[config.mk]
export PLATFORM = sky130hd
export DESIGN_NAME = i2c_regbank_slave
export DESIGN_NICKNAME = d
export VERILOG_FILES = /design/src/rtl/i2c_rb_pkg.sv /design/src/rtl/i2c_rb_line_sync.sv /design/src/rtl/i2c_rb_regfile.sv /design/src/rtl/i2c_regbank_slave.sv
export SDC_FILE = /design/constraint.sdc
export NUM_CORES = 2
export LEC_CHECK = 0
export BUFFER_PORTS_ARGS = -buffer_cell sky130_fd_sc_hd__buf_4
export CAP_MARGIN = 20
export CELL_PAD_IN_SITES_DETAIL_PLACEMENT = 1
export CELL_PAD_IN_SITES_GLOBAL_PLACEMENT = 2
export CORE_ASPECT_RATIO = 1.1
export CORE_MARGIN = 4
export CORE_UTILIZATION = 43
export DETAILED_ROUTE_END_ITERATION = 8
export GPL_ROUTABILITY_DRIVEN = 0
export GPL_TIMING_DRIVEN = 0
export PLACE_DENSITY_LB_ADDON = 0.1
export SYNTH_ARGS = -nofsm -noshare
export SYNTH_HDL_FRONTEND = slang
export SYNTH_SLANG_ARGS = --single-unit
[constraint.sdc]
create_clock -name clk -period 3.2 [get_ports clk]
set_clock_uncertainty 0.2 [all_clocks]
set_input_delay 0.48 -clock clk [delete_from_list [all_inputs] [get_ports clk]]
set_output_delay 0.48 -clock clk [all_outputs]
set_load 0.02 [all_outputs]
[src/rtl/i2c_rb_pkg.sv]
// Package: shared constants and the protocol state type for the I2C register-bank slave.
// Assumes byte-wide transfers as fixed by the bus protocol.
package i2c_rb_pkg;
    localparam int BYTE_BITS = 8;
    localparam int CNT_W     = $clog2(BYTE_BITS + 1);

    typedef enum logic [2:0] {
        ST_IDLE,   // ignoring the bus until START
        ST_ADDR,   // shifting in the address byte
        ST_SUB,    // shifting in the sub-address byte
        ST_WDATA,  // shifting in a write data byte
        ST_ACK,    // holding SDA low for the ninth clock
        ST_RDATA,  // shifting out a read data byte
        ST_RACK    // sampling the master acknowledge
    } proto_st_t;
endpackage

[src/rtl/i2c_rb_line_sync.sv]
// Module: brings SCL and SDA into the clock domain through a flop chain and
// derives SCL edges plus START/STOP events from the synchronized levels.
// Assumes the system clock is several times faster than SCL. The lines reset high (idle bus).
module i2c_rb_line_sync #(
    parameter int STAGES = 2
) (
    input  logic clk,
    input  logic rst_n,
    input  logic scl_pad,
    input  logic sda_pad,
    output logic scl_lvl,
    output logic sda_lvl,
    output logic scl_rise,
    output logic scl_fall,
    output logic start_det,
    output logic stop_det
);
    localparam int LINES = 2;

    logic [LINES-1:0]  pad_in;
    logic [LINES-1:0]  sync_out;
    logic [LINES-1:0]  prev_q;

    assign pad_in = {scl_pad, sda_pad};

    for (genvar g = 0; g < LINES; g++) begin : g_line
        logic [STAGES-1:0] chain_q;
        // Shift one pad level through the synchronizer chain.
        always_ff @(posedge clk) begin
            if (!rst_n) chain_q <= '1;
            else        chain_q <= {chain_q[STAGES-2:0], pad_in[g]};
        end
        assign sync_out[g] = chain_q[STAGES-1];
    end

    // Keep the previous synchronized levels for edge detection.
    always_ff @(posedge clk) begin
        if (!rst_n) prev_q <= '1;
        else        prev_q <= sync_out;
    end

    assign scl_lvl   = sync_out[1];
    assign sda_lvl   = sync_out[0];
    assign scl_rise  = sync_out[1] & ~prev_q[1];
    assign scl_fall  = ~sync_out[1] & prev_q[1];
    assign start_det = sync_out[1] & prev_q[1] & prev_q[0] & ~sync_out[0];
    assign stop_det  = sync_out[1] & prev_q[1] & ~prev_q[0] & sync_out[0];
endmodule

[src/rtl/i2c_rb_regfile.sv]
// Module: register bank with one synchronous write port and one combinational read port.
// Assumes at most one write per cycle. All entries clear to zero on reset.
module i2c_rb_regfile #(
    parameter int ADDR_W = 7,
    parameter int DATA_W = 8
) (
    input  logic              clk,
    input  logic              rst_n,
    input  logic              wr_en,
    input  logic [ADDR_W-1:0] wr_addr,
    input  logic [DATA_W-1:0] wr_data,
    input  logic [ADDR_W-1:0] rd_addr,
    output logic [DATA_W-1:0] rd_data
);
    localparam int DEPTH = 1 << ADDR_W;

    logic [DATA_W-1:0] mem_q [DEPTH];

    // Clear on reset, otherwise store the written byte.
    always_ff @(posedge clk) begin
        if (!rst_n) begin
            for (int i = 0; i < DEPTH; i++) mem_q[i] <= '0;
        end else if (wr_en) begin
            mem_q[wr_addr] <= wr_data;
        end
    end

    // Present the addressed entry without a pipeline stage.
    always_comb rd_data = mem_q[rd_addr];
endmodule

[src/rtl/i2c_regbank_slave.sv]
// Module: I2C target with a 7-bit address, a sub-address pointer with optional
// autoincrement, and burst reads and writes into an internal register bank.
// Assumes open-drain pads: sda_oe = 1 pulls SDA low. No clock stretching.
module i2c_regbank_slave
    import i2c_rb_pkg::*;
#(
    parameter logic [6:0] SLAVE_ADDR  = 7'h3A,
    parameter int         PTR_W       = 7,
    parameter int         SYNC_STAGES = 2
) (
    input  logic clk,
    input  logic rst_n,
    input  logic scl_i,
    input  logic sda_i,
    output logic sda_oe
);
    logic scl_lvl, sda_lvl, scl_rise, scl_fall, start_det, stop_det;

    proto_st_t            state, ack_next;
    logic [CNT_W-1:0]     bit_cnt;
    logic [BYTE_BITS-1:0] rx_sr, tx_sr, rd_data;
    logic [PTR_W-1:0]     ptr;
    logic                 auto_inc, mack;
    logic                 rx_done, addr_hit, sub_load, wr_en, tx_load, ptr_adv;

    i2c_rb_line_sync #(.STAGES(SYNC_STAGES)) sync_i (
        .clk(clk), .rst_n(rst_n), .scl_pad(scl_i), .sda_pad(sda_i),
        .scl_lvl(scl_lvl), .sda_lvl(sda_lvl), .scl_rise(scl_rise),
        .scl_fall(scl_fall), .start_det(start_det), .stop_det(stop_det)
    );

    i2c_rb_regfile #(.ADDR_W(PTR_W), .DATA_W(BYTE_BITS)) bank_i (
        .clk(clk), .rst_n(rst_n), .wr_en(wr_en), .wr_addr(ptr),
        .wr_data(rx_sr), .rd_addr(ptr), .rd_data(rd_data)
    );

    // Decode the byte-boundary events that move the pointer or touch the bank.
    always_comb begin
        rx_done  = scl_fall && (bit_cnt == CNT_W'(BYTE_BITS));
        addr_hit = (rx_sr[7:1] == SLAVE_ADDR);
        sub_load = (state == ST_SUB) && rx_done;
        wr_en    = (state == ST_WDATA) && rx_done;
        tx_load  = scl_fall && (((state == ST_ACK) && (ack_next == ST_RDATA)) ||
                                ((state == ST_RACK) && mack));
        ptr_adv  = wr_en || tx_load;
    end

    // Keep the register pointer and the autoincrement mode.
    always_ff @(posedge clk) begin
        if (!rst_n) begin
            ptr      <= '0;
            auto_inc <= 1'b0;
        end else if (sub_load) begin
            ptr      <= rx_sr[PTR_W-1:0];
            auto_inc <= rx_sr[BYTE_BITS-1];
        end else if (ptr_adv && auto_inc) begin
            ptr      <= ptr + PTR_W'(1);
        end
    end

    // Protocol sequencer: shift bits, acknowledge, and drive read data.
    always_ff @(posedge clk) begin
        if (!rst_n) begin
            state    <= ST_IDLE;
            ack_next <= ST_IDLE;
            bit_cnt  <= '0;
            rx_sr    <= '0;
            tx_sr    <= '1;
            sda_oe   <= 1'b0;
            mack     <= 1'b0;
        end else if (start_det) begin
            state   <= ST_ADDR;
            bit_cnt <= '0;
            sda_oe  <= 1'b0;
        end else if (stop_det) begin
            state  <= ST_IDLE;
            sda_oe <= 1'b0;
        end else begin
            unique case (state)
                ST_ADDR, ST_SUB, ST_WDATA: begin
                    if (scl_rise) begin
                        rx_sr   <= {rx_sr[BYTE_BITS-2:0], sda_lvl};
                        bit_cnt <= bit_cnt + CNT_W'(1);
                    end else if (rx_done) begin
                        bit_cnt <= '0;
                        if ((state == ST_ADDR) && !addr_hit) begin
                            state <= ST_IDLE;
                        end else begin
                            sda_oe <= 1'b1;
                            state  <= ST_ACK;
                            if (state == ST_ADDR) ack_next <= rx_sr[0] ? ST_RDATA : ST_SUB;
                            else                  ack_next <= ST_WDATA;
                        end
                    end
                end
                ST_ACK: begin
                    if (scl_fall) begin
                        bit_cnt <= '0;
                        state   <= ack_next;
                        if (ack_next == ST_RDATA) begin
                            tx_sr  <= rd_data;
                            sda_oe <= ~rd_data[BYTE_BITS-1];
                        end else begin
                            sda_oe <= 1'b0;
                        end
                    end
                end
                ST_RDATA: begin
                    if (scl_rise) begin
                        bit_cnt <= bit_cnt + CNT_W'(1);
                    end else if (rx_done) begin
                        bit_cnt <= '0;
                        sda_oe  <= 1'b0;
                        state   <= ST_RACK;
                    end else if (scl_fall) begin
                        tx_sr  <= {tx_sr[BYTE_BITS-2:0], 1'b1};
                        sda_oe <= ~tx_sr[BYTE_BITS-2];
                    end
                end
                ST_RACK: begin
                    if (scl_rise) begin
                        mack <= ~sda_lvl;
                    end else if (scl_fall) begin
                        if (mack) begin
                            tx_sr  <= rd_data;
                            sda_oe <= ~rd_data[BYTE_BITS-1];
                            state  <= ST_RDATA;
                        end else begin
                            state <= ST_IDLE;
                        end
                    end
                end
                default: ;
            endcase
        end
    end

    // Checks on bus conditions, acknowledge drive and pointer movement.
    AST_START_RESTARTS: assert property (@(posedge clk) disable iff (!rst_n)
        start_det |=> (state == ST_ADDR) && (bit_cnt == '0) && !sda_oe);
    AST_STOP_IDLES: assert property (@(posedge clk) disable iff (!rst_n)
        (stop_det && !start_det) |=> (state == ST_IDLE) && !sda_oe);
    AST_ACK_HELD: assert property (@(posedge clk) disable iff (!rst_n)
        (state == ST_ACK) |-> sda_oe);
    AST_IDLE_RELEASED: assert property (@(posedge clk) disable iff (!rst_n)
        (state == ST_IDLE) |-> !sda_oe);
    AST_PTR_STEP: assert property (@(posedge clk) disable iff (!rst_n)
        (ptr_adv && auto_inc) |=> ptr == $past(ptr) + PTR_W'(1));
    AST_PTR_HOLD: assert property (@(posedge clk) disable iff (!rst_n)
        (ptr_adv && !auto_inc) |=> $stable(ptr));
    AST_OE_QUIET: assert property (@(posedge clk) disable iff (!rst_n)
        (!scl_fall && !start_det && !stop_det) |=> $stable(sda_oe));
endmodule

==> reports/qor.yml <==
routing:
  vias: 34900
  avgViaCountPerCell: 6.43
  routedWlPerCell_um: 40.6
  drtPass1Iterations: 5
  drtAntennaViolNets: 0
  route.detailed.drc: 0
  first_iter_violations: 5082
  drt_wl_total_um: 220000
power_and_ir_drop:
  vdd_drop_max_v: 0.000436
  switching_share_pct: 21.8
  power_leakage_nw: 20.2
  clkPwrFrac_pct: 45.3
  intPower_w: 0.0245
  switching_power_w: 0.00682
  power.combinational.fraction_pct: 3.5
  power_frac_seq_pct: 51.2
  p_per_area_nw_per_um2: 523
worst_setup_path:
  ff2ff_path_depth: 8
  start_kind: "register"
  worst-setup-path-type: "register to register"
  cp.required_ns: 3.69
  reg2reg_to: "tx_sr[2]$_SDFFE_PN1P_"
  reg2reg_slack_ns: -0.18
  critPathMaxFanout: 10
  worst-endpoint-arrival_ns: 3.87
  crit_path_end_kind: "register"
yosys:
  synth_top_family_by_area: "simple AND/OR/NAND/NOR gates"
  yosys.area_share.simple_pct: 16.5
  netlist_instances: 3505
  ys_seq_elements: 1072
  synth_cell_types: 75
  syn_nets: 3512
  synthAdderAreaFrac_pct: 0.0749
  seq_area_frac_synth_pct: 63.3
  syn_area_per_cell_sq_um: 14.3
  synth.area.mux_share_pct: 13.2
  syn_area_sq_um: 50100
  synth_compound_area_share_pct: 3.79
  synth_top_flop_cell: "edfxtp_1"
  synth_xor_area_share_pct: 0.0525
  postSynth.asyncResetShare_pct: 0
  synth_edf_count: 1024
  synth_warnings: 0
hold_path:
  min_from: "sync_i.g_line[1].chain_q[0]$_SDFF_PN1_"
  hold_end: "sync_i.g_line[1].chain_q[1]$_SDFF_PN1_"
  whs_path_depth: 1
  hold_class: "register to register"
sta:
  final-setup-viol-count: 19
  period_share_pct: 106
  min_period_ns: 3.38
  slew_viol_final: 0
  hold_slack_ns: 0.213
  worst-slew-pin-transition_ns: 1.32
  relSlewSlack_pct: 12.1
  setup-tns-final_ns: -0.769
  fin_ws_ns: -0.181
  hold_viol: 0
  max_freq_mhz: 296
  rsz0062_at_grt: "true"
grt:
  antenna_found_initial: 6
  grt_pass1_wl_um: 297000
  grt_pass1_vias: 35800
  grt_max_degree: 16
  grt_overflow_total: 0
  grtUsageTotal_pct: 35.7
finish:
  area_growth_pct: 19.5
  final_common_cell: "edfxtp_1"
  finalInstanceArea_sq_um: 59900
  drive_gt1_share_pct: 24.4
  final_cells: 5422
  final_cell_mix: "1024 x edfxtp_1, 753 x and2_1, 244 x mux4_2"
  fin_nets: 3802
clocking:
  clkLatencyLatePin_ns: 0.77
  cts.sinks: 1072
  cts-root-buf: "clkbuf_16"
  cts_inserted_buffers: 118
  cts_tree: "yes"
  htreeDepth: 3
  clock_path_buffers: 3
  clk_pin_slew_worst_paths_ns: 0.07
placed_design:
  dp.cells: 5132
  place_area_sq_um: 52800
  portBuffers: 3
  dp_hpwl_um: 153000
  place_ws_ns: -1.93
outcome:
  status: "finished with violations"
  violations: "negative setup slack"
floorplan:
  die_y_um: 366
  dieArea_sq_um: 122000
  initial_utilization_pct: 43.2
  core_area_sq_um: 116000
  ios: 5
  num_rows: 131
  die_w_um: 333
run:
  drv_cap: 0
per-stage QoR:
stage | util [%] | power [W]
CTS | 51.1 | 0.0313
finish | 51.7 | 0.0313
global route | 51.7 | 0.0320
global placement | 44.9 | 0.0171
floorplan | - | 0.0167
detailed placement | 45.6 | 0.0172
area by class of cell:
type	instances	area, sq um
diodes	2	5.00
plain buffers	324	2540
clock buffers	157	3190
clock inverters	59	704
fillers	11100	56000
inverters	11	42.5
multi-input cells	2096	18000
flip-flops and latches	1072	31700
well taps	1529	1910
repair buffers	172	1740
power groups by stage:
stage	registers (W)	logic (W)	clock network, W
final	0.0160	0.00110	0.0142
after global routing	0.0161	0.00111	0.0148
after CTS	0.0160	0.00104	0.0142
after detailed placement	0.0163	0.000912	0
after global placement	0.0163	0.000828	0
after floorplan	0.0162	0.000460	0
routing by layer:
metal	global-route usage, %	part of all wire [%]	vias to the layer above
met2	54.1	45	2159
li1	-	-	13700
met3	7.89	9.9	676
met1	44.8	36	18300
met4	26.9	9.4	0
met5	0	0	-
cell families (layout without fill, tap and decap cells):
kind of cell	count (synthesis)	after routing
adder cells (fa/ha/maj)	3	3
XOR/XNOR	3	3
AND/OR/NAND/NOR	1431	1431
buffers and inverters	337	723
flip-flops	1072	1072
other	0	2
AO/OA/AOI/OAI	305	305
multiplexers	354	354
registers in the layout (all words and copies together), names as in the netlist, named ones only:
signal and cells:
bank_i.mem_q 1024, rx_sr 8, ptr 7, tx_sr 7, bit_cnt 4, sync_i.g_line.chain_q 4, ack_next 3, state 3
sync_i.prev_q 2, auto_inc 1, mack 1, sda_oe 1
worst max path at each step:
stage / slack (ns) / from / endpoint
4_1_cts: -0.009 / bit_cnt[0]$_SDFFE_PP0P_ / bank_i.mem_q[61][2]$_SDFFCE_PN0P_
2_1_floorplan: 0.05 / bit_cnt[0]$_SDFFE_PP0P_ / bank_i.mem_q[70][0]$_SDFFCE_PN0P_
5_1_grt: -0.09 / register / tx_sr[3]$_SDFFE_PN1P_
3_5_place_dp: -1.93 / rst_n / bank_i.mem_q[81][0]$_SDFFCE_PN0P_
6_report: -0.18 / register / tx_sr[2]$_SDFFE_PN1P_
3_3_place_gp: -2.96 / rst_n / bank_i.mem_q[73][3]$_SDFFCE_PN0P_
what timing repair did:
item                                    in CTS  in global routing
hold endpoints to repair                     2                  0
hold buffers                                 2                  0
gates resized for setup                    532                 94
endpoints found under the setup margin    1853                553
pin swaps                                   25                  5
buffers inserted                            49                 17
worst max-delay path, stage by stage (launching register included):
cell      delay, ns
dfxtp_1        0.42
buf_4          0.40
buf_4          0.55
nand2_1        0.37
a221oi_2       0.51
o21ai_0        0.31
o211ai_1       0.15
o21ai_0        0.11
a41oi_1        0.24
cells in the mapped netlist, types with 5 or more instances:
library cell | n | area (sq um)
and3_1 | 110 | 688
nor2_2 | 25 | 156
clkbuf_1 | 230 | 863
buf_6 | 19 | 214
nand2b_1 | 19 | 119
and2_1 | 752 | 4700
inv_1 | 8 | 30.0
nor3_2 | 30 | 300
dfxtp_1 | 48 | 961
o22ai_1 | 10 | 62.6
nor2b_1 | 13 | 81.3
a32oi_1 | 6 | 52.6
nor3_1 | 129 | 646
or3_1 | 8 | 50.1
nand3b_1 | 5 | 37.5
buf_2 | 43 | 215
mux2i_1 | 107 | 1070
nand4_1 | 6 | 37.5
a31oi_1 | 10 | 62.6
o211ai_1 | 18 | 135
a21oi_1 | 39 | 195
nor2_1 | 179 | 672
a22oi_1 | 37 | 278
o21ai_1 | 8 | 40.0
edfxtp_1 | 1024 | 30700
o21ai_0 | 126 | 631
buf_4 | 15 | 113
nand2_1 | 91 | 342
nor4_1 | 5 | 31.3
a211oi_1 | 12 | 90.1
mux4_2 | 244 | 5500
nand3_1 | 39 | 195
buf_1 | 15 | 56.3
(Power assumes the default switching activity.)
